==> src/rtl/fser_pkg.sv <==
package fser_pkg;

    localparam int unsigned DEF_FLIT_W    = 2;
    localparam int unsigned DEF_NUM_FLITS = 3;

    typedef enum logic [1:0] {
        STG_IDLE  = 2'd0,
        STG_SETUP = 2'd1,
        STG_REQ   = 2'd2,
        STG_REL   = 2'd3
    } stage_state_e;

    typedef enum logic [1:0] {
        PK_IDLE = 2'd0,
        PK_BUSY = 2'd1,
        PK_ACK  = 2'd2
    } pkt_state_e;

    typedef struct packed {
        logic token;
        logic ctrl;
        logic done;
    } stage_out_t;

endpackage

==> src/rtl/fser_stage.sv <==
module fser_stage
    import fser_pkg::*;
(
    input  logic       clk,
    input  logic       rst,
    input  logic       start,
    input  logic       ack,
    output stage_out_t sout
);

    stage_state_e state_q;

    always_ff @(posedge clk) begin
        if (rst) begin
            state_q <= STG_IDLE;
        end else begin
            unique case (state_q)
                STG_IDLE:  if (start) state_q <= STG_SETUP;
                STG_SETUP: state_q <= STG_REQ;
                STG_REQ:   if (ack) state_q <= STG_REL;
                STG_REL:   if (!ack) state_q <= STG_IDLE;
                default:   state_q <= STG_IDLE;
            endcase
        end
    end

    always_comb begin
        sout.token = (state_q != STG_IDLE);
        sout.ctrl  = (state_q == STG_REQ);
        sout.done  = (state_q == STG_REL) && !ack;
    end

    // a stage is never started while it still holds the token
    a_r6_start_when_idle: assert property (@(posedge clk) disable iff (rst)
        start |-> (state_q == STG_IDLE));

endmodule

==> src/rtl/fser_chain.sv <==
module fser_chain
    import fser_pkg::*;
#(
    parameter int unsigned NUM_STAGES = DEF_NUM_FLITS + 1
) (
    input  logic                  clk,
    input  logic                  rst,
    input  logic                  launch,
    input  logic                  ack,
    output logic [NUM_STAGES-1:0] sel,
    output logic [NUM_STAGES-1:0] ctrl,
    output logic                  finish
);

    stage_out_t             so   [NUM_STAGES];
    logic [NUM_STAGES-1:0]  done;

    for (genvar i = 0; i < NUM_STAGES; i++) begin : g_stage
        logic kick;
        if (i == 0) begin : g_first
            assign kick = launch;
        end else begin : g_next
            assign kick = done[i-1];
        end

        fser_stage u_stage (
            .clk   (clk),
            .rst   (rst),
            .start (kick),
            .ack   (ack),
            .sout  (so[i])
        );

        assign sel[i]  = so[i].token;
        assign ctrl[i] = so[i].ctrl;
        assign done[i] = so[i].done;
    end

    assign finish = done[NUM_STAGES-1];

    // at most one stage owns the token
    a_r7_onehot_token: assert property (@(posedge clk) disable iff (rst)
        $onehot0(sel));

    // at most one stage control is high
    a_r7_onehot_ctrl: assert property (@(posedge clk) disable iff (rst)
        $onehot0(ctrl));

endmodule

==> src/rtl/fser_capture.sv <==
module fser_capture
    import fser_pkg::*;
#(
    parameter int unsigned PKT_W = DEF_FLIT_W * DEF_NUM_FLITS
) (
    input  logic             clk,
    input  logic             rst,
    input  logic             up_req,
    input  logic [PKT_W-1:0] up_data,
    input  logic             finish,
    output logic [PKT_W-1:0] pkt_q,
    output logic             launch,
    output logic             up_ack
);

    pkt_state_e state_q;

    assign launch = (state_q == PK_IDLE) && up_req;
    assign up_ack = (state_q == PK_ACK);

    always_ff @(posedge clk) begin
        if (rst) begin
            state_q <= PK_IDLE;
            pkt_q   <= '0;
        end else begin
            unique case (state_q)
                PK_IDLE: begin
                    if (up_req) begin
                        pkt_q   <= up_data;
                        state_q <= PK_BUSY;
                    end
                end
                PK_BUSY: if (finish) state_q <= PK_ACK;
                PK_ACK:  if (!up_req) state_q <= PK_IDLE;
                default: state_q <= PK_IDLE;
            endcase
        end
    end

    // the captured packet is frozen while a packet is in flight
    a_r2_hold_packet: assert property (@(posedge clk) disable iff (rst)
        (state_q != PK_IDLE) |=> $stable(pkt_q));

    // acknowledge held while the upstream request stays high
    a_r9_ack_held: assert property (@(posedge clk) disable iff (rst)
        (up_ack && up_req) |=> up_ack);

    // acknowledge released once the request is seen low
    a_r9_ack_release: assert property (@(posedge clk) disable iff (rst)
        (up_ack && !up_req) |=> !up_ack);

endmodule

==> src/rtl/fser_mux.sv <==
module fser_mux
    import fser_pkg::*;
#(
    parameter int unsigned FLIT_W    = DEF_FLIT_W,
    parameter int unsigned NUM_FLITS = DEF_NUM_FLITS,
    localparam int unsigned PKT_W    = FLIT_W * NUM_FLITS
) (
    input  logic [PKT_W-1:0]   pkt,
    input  logic [NUM_FLITS:0] sel,
    input  logic [NUM_FLITS:0] ctrl,
    output logic [FLIT_W-1:0]  flit,
    output logic               req,
    output logic               eop
);

    logic [FLIT_W-1:0] acc;

    always_comb begin
        acc = '0;
        for (int i = 0; i < NUM_FLITS; i++) begin
            if (sel[i]) acc = acc | pkt[i*FLIT_W +: FLIT_W];
        end
        flit = sel[NUM_FLITS] ? '0 : acc;
        req  = |ctrl[NUM_FLITS-1:0];
        eop  = ctrl[NUM_FLITS];
    end

endmodule

==> src/rtl/flit_serializer.sv <==
module flit_serializer
    import fser_pkg::*;
#(
    parameter int unsigned FLIT_W    = DEF_FLIT_W,
    parameter int unsigned NUM_FLITS = DEF_NUM_FLITS,
    localparam int unsigned PKT_W      = FLIT_W * NUM_FLITS,
    localparam int unsigned NUM_STAGES = NUM_FLITS + 1
) (
    input  logic              clk,
    input  logic              rst,
    input  logic              up_req,
    input  logic [PKT_W-1:0]  up_data,
    output logic              up_ack,
    output logic              fl_req,
    output logic              fl_eop,
    output logic [FLIT_W-1:0] fl_data,
    input  logic              fl_ack
);

    logic [PKT_W-1:0]      pkt_q;
    logic                  launch;
    logic                  finish;
    logic [NUM_STAGES-1:0] sel;
    logic [NUM_STAGES-1:0] ctrl;

    fser_capture #(.PKT_W(PKT_W)) u_capture (
        .clk     (clk),
        .rst     (rst),
        .up_req  (up_req),
        .up_data (up_data),
        .finish  (finish),
        .pkt_q   (pkt_q),
        .launch  (launch),
        .up_ack  (up_ack)
    );

    fser_chain #(.NUM_STAGES(NUM_STAGES)) u_chain (
        .clk    (clk),
        .rst    (rst),
        .launch (launch),
        .ack    (fl_ack),
        .sel    (sel),
        .ctrl   (ctrl),
        .finish (finish)
    );

    fser_mux #(.FLIT_W(FLIT_W), .NUM_FLITS(NUM_FLITS)) u_mux (
        .pkt  (pkt_q),
        .sel  (sel),
        .ctrl (ctrl),
        .flit (fl_data),
        .req  (fl_req),
        .eop  (fl_eop)
    );

    // data request and end-of-packet request are exclusive
    a_r7_req_eop_excl: assert property (@(posedge clk) disable iff (rst)
        !(fl_req && fl_eop));

    // a data request falls on the edge after the acknowledge is seen
    a_r5_req_drop: assert property (@(posedge clk) disable iff (rst)
        (fl_req && fl_ack) |=> !fl_req);

    // the end-of-packet request falls likewise
    a_r5_eop_drop: assert property (@(posedge clk) disable iff (rst)
        (fl_eop && fl_ack) |=> !fl_eop);

    // flit data is steady while a data request is high
    a_r4_data_stable: assert property (@(posedge clk) disable iff (rst)
        fl_req |-> $stable(fl_data));

    // no downstream request while the upstream acknowledge is high
    a_r9_quiet_on_ack: assert property (@(posedge clk) disable iff (rst)
        up_ack |-> (!fl_req && !fl_eop));

endmodule

==> config.mk <==
export PLATFORM = sky130hd
export DESIGN_NAME = flit_serializer
export DESIGN_NICKNAME = d
export VERILOG_FILES = /design/src/rtl/fser_pkg.sv /design/src/rtl/fser_stage.sv /design/src/rtl/fser_chain.sv /design/src/rtl/fser_capture.sv /design/src/rtl/fser_mux.sv /design/src/rtl/flit_serializer.sv
export SDC_FILE = /design/constraint.sdc
export NUM_CORES = 1
export LEC_CHECK = 0
export ABC_CLOCK_PERIOD_IN_PS = 1990
export BUFFER_PORTS_ARGS = -buffer_cell sky130_fd_sc_hd__buf_2
export CORE_UTILIZATION = 50
export DETAILED_ROUTE_END_ITERATION = 12
export PLACE_DENSITY = 0.69
export RECOVER_POWER = 100
export SETUP_SLACK_MARGIN = 0.1
export SYNTH_ARGS = -nofsm -noshare
export SYNTH_HDL_FRONTEND = slang
export SYNTH_SLANG_ARGS = --single-unit
==> constraint.sdc <==
create_clock -name clk -period 1.99 [get_ports clk]
set_clock_uncertainty 0.15 [all_clocks]
set_input_delay 0.199 -clock clk [delete_from_list [all_inputs] [get_ports clk]]
set_output_delay 0.199 -clock clk [all_outputs]
set_load 0.005 [all_outputs]
-- Yosys cells after proc, flatten, opt, wreduce, memory -nomap -nowiden
Cells that the tools add are included.
- add/subtract/negate cells: 0
- multiply operators: 0
- div/mod/pow operators: 0
- magnitude comparators: 0
- eq/ne operators: 29
- shift-type cells: 0
- muxes and demuxes: 18
- bitwise logic cells: 2
- reduce and logical (&&, ||, !) cells: 22
- operators with widths (operator ; number):
    2-bit one-hot mux with 4 select lines ; 4
    2-bit two-way mux ; 13
    2-bit inequality test (second input constant) ; 11
    2-bit == test (second input constant) ; 9
    3-bit AND reduction ; 5
    2-bit by 1-bit == test with 1-bit output (second input constant) ; 5
    2-bit logical NOT ; 5
    2-bit by 1-bit inequality test with 1-bit output (second input constant) ; 4
    2-bit nonzero test ; 4
    2-bit one-hot mux with 3 select lines ; 1
    1-bit logical AND ; 5
    2-bit OR ; 2
    3-bit OR reduction ; 1
    2-bit AND reduction ; 1
    1-bit logical NOT ; 1
- bits in registers: 16
- bits in latches: 0
- RAM bits: 0
- bits in read-only memories: 0
- input bits: 10
- output and inout port bits: 5
- word-level logic and storage cells: 77
- memories kept: 0

-- Longest topological paths before layout
- depth after elaboration: 7
- mapped depth: 5
- gate-level depth less buffers: 5

-- Modules after synthesis
Synthesis repeated with hierarchy kept, for this count alone.
- cell total of the unflattened synthesis: 121
- area total of the unflattened synthesis: 1163.6 µm²
- by module, submodules not included (module ; instances ; cells an instance ; area an instance (µm²) ; seq. area each (µm²)):
    fser_stage ; 4 ; 20 ; 187.7 ; 40.0
    fser_capture ; 1 ; 35 ; 371.6 ; 160.2
    fser_mux ; 1 ; 6 ; 41.3 ; 0.0

-- Worst setup path before layout
No wires, ideal clock.
- path kind: reg2reg
- from: reg u_chain.g_stage[1].u_stage.state_q[0]
- to: reg u_chain.g_stage[1].u_stage.state_q[0]
- setup time: 0.079 ns
- data arrival time: 1.251 ns
- data required time: 1.761 ns
- path slack: 0.510 ns
- stages on the path, launching flop included: 6
- path buffers: 0
- clock period less this slack: 1.480 ns
- cell sequence: dfxtp_1 inv_1 ha_1 mux2_2 o32a_1 a211oi_2
- longest elaborated chain between the ends: 3
- elaborated cells on any way between the ends: 9
- those cells by class: eq/ne (6); mux (1); reduce/logical (2)
- RTL lines (item ; RTL line ; text):
    start: declaration ; fser_stage.sv:11 ; stage_state_e state_q;
    start signal: assignment ; fser_stage.sv:15 ; state_q <= STG_IDLE;
    start signal: assignment ; fser_stage.sv:18 ; STG_IDLE: if (start) state_q <= STG_SETUP;
    start signal: assignment ; fser_stage.sv:19 ; STG_SETUP: state_q <= STG_REQ;
    2-bit == test / 2-bit logical NOT (equally long branches) ; fser_stage.sv:17 ; unique case (state_q)
    2-bit inequality test (no line) / 2-bit by 1-bit inequality test with 1-bit output (equally long branches) ; n/a ;
    3-bit AND reduction (no line) ; n/a ;
Parallel ways exist; a longest one is shown, timed or not.
A chain may end at the register's enable or synchronous reset.

-- Worst setup path after layout
- from: reg u_chain.g_stage[1].u_stage.state_q[0]
- to: out fl_req
- longest elaborated chain between the ends: 2
- RTL lines (item ; RTL line ; text):
    2-bit == test ; fser_stage.sv:29 ; sout.ctrl = (state_q == STG_REQ);
    3-bit OR reduction ; fser_mux.sv:24 ; req = |ctrl[NUM_FLITS-1:0];
    end: declaration ; flit_serializer.sv:14 ; output logic fl_req,
No other way between the ends.

==> results.cfg <==
[run_status]
status = completed

[synth]
syn_area_sq_um = 965
synthCells = 103
synth_top_area_share = 0.332
ys_async_sr_fraction = 0
yosysSeqAreaShare = 0.332
synth-main-ff-cell = dfxtp_1
syn_avg_cell_area_sq_um = 9.37
ys_types = 28
synth.most_common_cell = dfxtp_1
synth.area.top_cells = dfxtp_1 (33%), ha_1 (17%), mux2i_1 (11%), inv_1 (4.7%), nor2_1 (4.7%)
yosys_warnings = 0
ys_seq_elements = 16
synth-edff-count = 0
syn_nets = 126
synth_common_cells = dfxtp_1 (16), ha_1 (13), inv_1 (12), nor2_1 (12), mux2i_1 (11)
synth_top_area_cell = dfxtp_1

[setup_path]
worstPathRequired_ns = 1.64
cp.arrival_ns = 1.46
critPathKind = flop to primary output
crit_path_start_kind = flop
crit_fanout = 4
timing.rr.start = u_chain.g_stage[1].u_stage.state_q[0]
r2r_cells = 5
r2r_end = u_chain.g_stage[1].u_stage.state_q[0]
crit_path_end_kind = primary output
rrSetupSlack_ns = 0.34

[sta]
setup_violations = 0
finalHoldViolations = 0
slew-limit-headroom = 0.664
rsz0062_at_grt = true
fin_crit_ns = 1.81
fmax_mhz = 553
fin_tns_setup_ns = 0
finalMaxSlewViolations = 0
min_period_over_period = 0.908
tightest_slew_ns = 0.504

[routing]
via_per_inst = 5.20
vias = 780
routed_wl_mm = 1.89
post_drt_wl_per_cell_um = 12.6
drt_iter0_drc = 15
antenna_left = 0
dr.pass1.iters = 4
drc = 0

[die]
die_area_sq_mm = 0.00211
start_util = 0.547
pin_count = 15
rows = 15
core_area_sq_mm = 0.00176
chipWidth_um = 45.9
dieHeight_um = 45.9

[clocking]
cts_sinks = 16
h-tree-depth = 1
clkLatencyLatePin_ns = 0.28
clock_path_buffers = 2
cts_root_buf = clkbuf_4
cts_tree = built
clkTransAtPathRegs_ns = 0.10
numCtsBuffers = 3

[place]
io_buffers = 14
dp_hpwl_mm = 1.37
place_congestion = 0.755

[flow_run]
maxCapViolCount = 0

[cells_and_area]
n_fill_cell = 173
syn_to_final_growth_pct = 19.1
drive_gt1_frac = 0.256
finish.utilization = 0.651
nNetsFinal = 149
antenna_cells = 0

[pwr]
leakagePower_nw = 0.526
ir_worst_vdd_mv = 0.419
p_per_area_mw_per_mm2 = 884

[grt]
track_usage = 0.189
grt_pass1_vias = 713
grt_pass1_wl_mm = 2.90
grt_overflow_total = 0
grt_max_degree = 14
antenna_found_initial = 0

[worst_hold_path]
worstHoldPathType = input port to flop
whs_endpoint = u_capture.pkt_q[3]
hold_start = up_data[3]
hold_depth = 3
-- registers in the layout (all words and copies together), names as in the netlist --
register	flops
u_capture.pkt_q	6
u_capture.state_q	2
u_chain.g_stage.u_stage.state_q	8
-- layout make-up --
type	instances	area, sq um	share of cell area
Clock buffer	4	36.3	0.0316
Inverter	13	53.8	0.0468
Multi-Input combinational cell	71	586	0.510
Sequential cell	16	324	0.282
Tap cell	25	31.3	0.0272
Timing Repair Buffer	21	118	0.102
-- where the power goes --
part           total, mW  internal (mW)  switching (mW)  leakage, nW
clock network      0.214          0.111           0.103       0.0210
logic              0.403          0.211           0.192        0.373
registers          0.398          0.363          0.0347        0.132
-- per-stage QoR --
stage                     setup WS, ns  hold WS (ns)  power, mW  instances  instance area [sq um]
after global routing            0.0755       0.00384       1.08        150                   1150
after floorplan                  0.510         0.196      0.602        103                    965
after global placement           0.463         0.283      0.663        140                   1050
after detailed placement         0.403         0.288      0.676        140                   1050
final                            0.183       0.00160       1.01        150                   1150
after CTS                        0.102      0.000254      0.893        146                   1110
-- logic make-up (layout without fill, tap and decap cells) --
kind of cell | after synthesis | after routing | share of synthesized area
compound gates | 16 | 16 | 0.143
mux | 14 | 14 | 0.153
simple gates | 28 | 28 | 0.132
buf+inv | 16 | 38 | 0.0713
flops | 16 | 16 | 0.332
fa+ha+maj | 13 | 13 | 0.169
-- placed cells by master, fill, tap and decap left out, types with 2 or more instances in the layout --
| cell | count |
|---|---|
| buf_2 | 12 |
| mux2_2 | 2 |
| inv_4 | 2 |
| dfxtp_2 | 3 |
| a222oi_1 | 2 |
| clkbuf_4 | 3 |
| mux2i_1 | 11 |
| ha_4 | 2 |
| buf_4 | 3 |
| nor2_1 | 12 |
| ha_1 | 11 |
| dfxtp_1 | 13 |
| nand2_1 | 8 |
| or3_1 | 2 |
| inv_2 | 4 |
| dlygate4sd3_1 | 2 |
| inv_1 | 6 |
| a211oi_1 | 4 |
| clkbuf_1 | 4 |
| nor2b_1 | 3 |
| o21a_1 | 3 |
-- critical path, cell delays in order, from the launching register on --
cell     delay, ns
dfxtp_1       0.39
inv_4         0.06
ha_1          0.23
or3_1         0.36
buf_2         0.14
-- layer usage --
layer  vias to the layer above  track usage  share of wire
met5                         -            0              0
met1                       364        0.220           0.47
li1                        400            -              -
met2                        12        0.344           0.49
met3                         4       0.0357          0.022
met4                         0       0.0529          0.010
-- worst max-delay path by stage --
stage	start	depth (start not counted)	end	slack, ns
6_report	u_chain.g_stage[1].u_stage.state_q[0]	4	fl_req	0.18
5_1_grt	u_chain.g_stage[2].u_stage.state_q[1]	6	fl_data[1]	0.08
4_1_cts	u_chain.g_stage[1].u_stage.state_q[0]	6	fl_data[0]	0.10
3_5_place_dp	u_chain.g_stage[0].u_stage.state_q[1]	6	fl_data[1]	0.40
3_3_place_gp	u_chain.g_stage[1].u_stage.state_q[0]	5	u_chain.g_stage[1].u_stage.state_q[0]	0.46
2_1_floorplan	u_chain.g_stage[1].u_stage.state_q[0]	5	u_chain.g_stage[1].u_stage.state_q[0]	0.51
-- repair_timing --
| item | CTS | global route |
|---|---|---|
| hold buffers | 2 | 0 |
| setup buffers | 0 | 4 |
| gates resized for setup | 1 | 17 |
| pin swaps | 1 | 2 |
| endpoints found under the setup margin | 2 | 2 |
| endpoints found under the hold margin | 2 | 0 |
No activity file was read; power rests on OpenSTA's default activity.
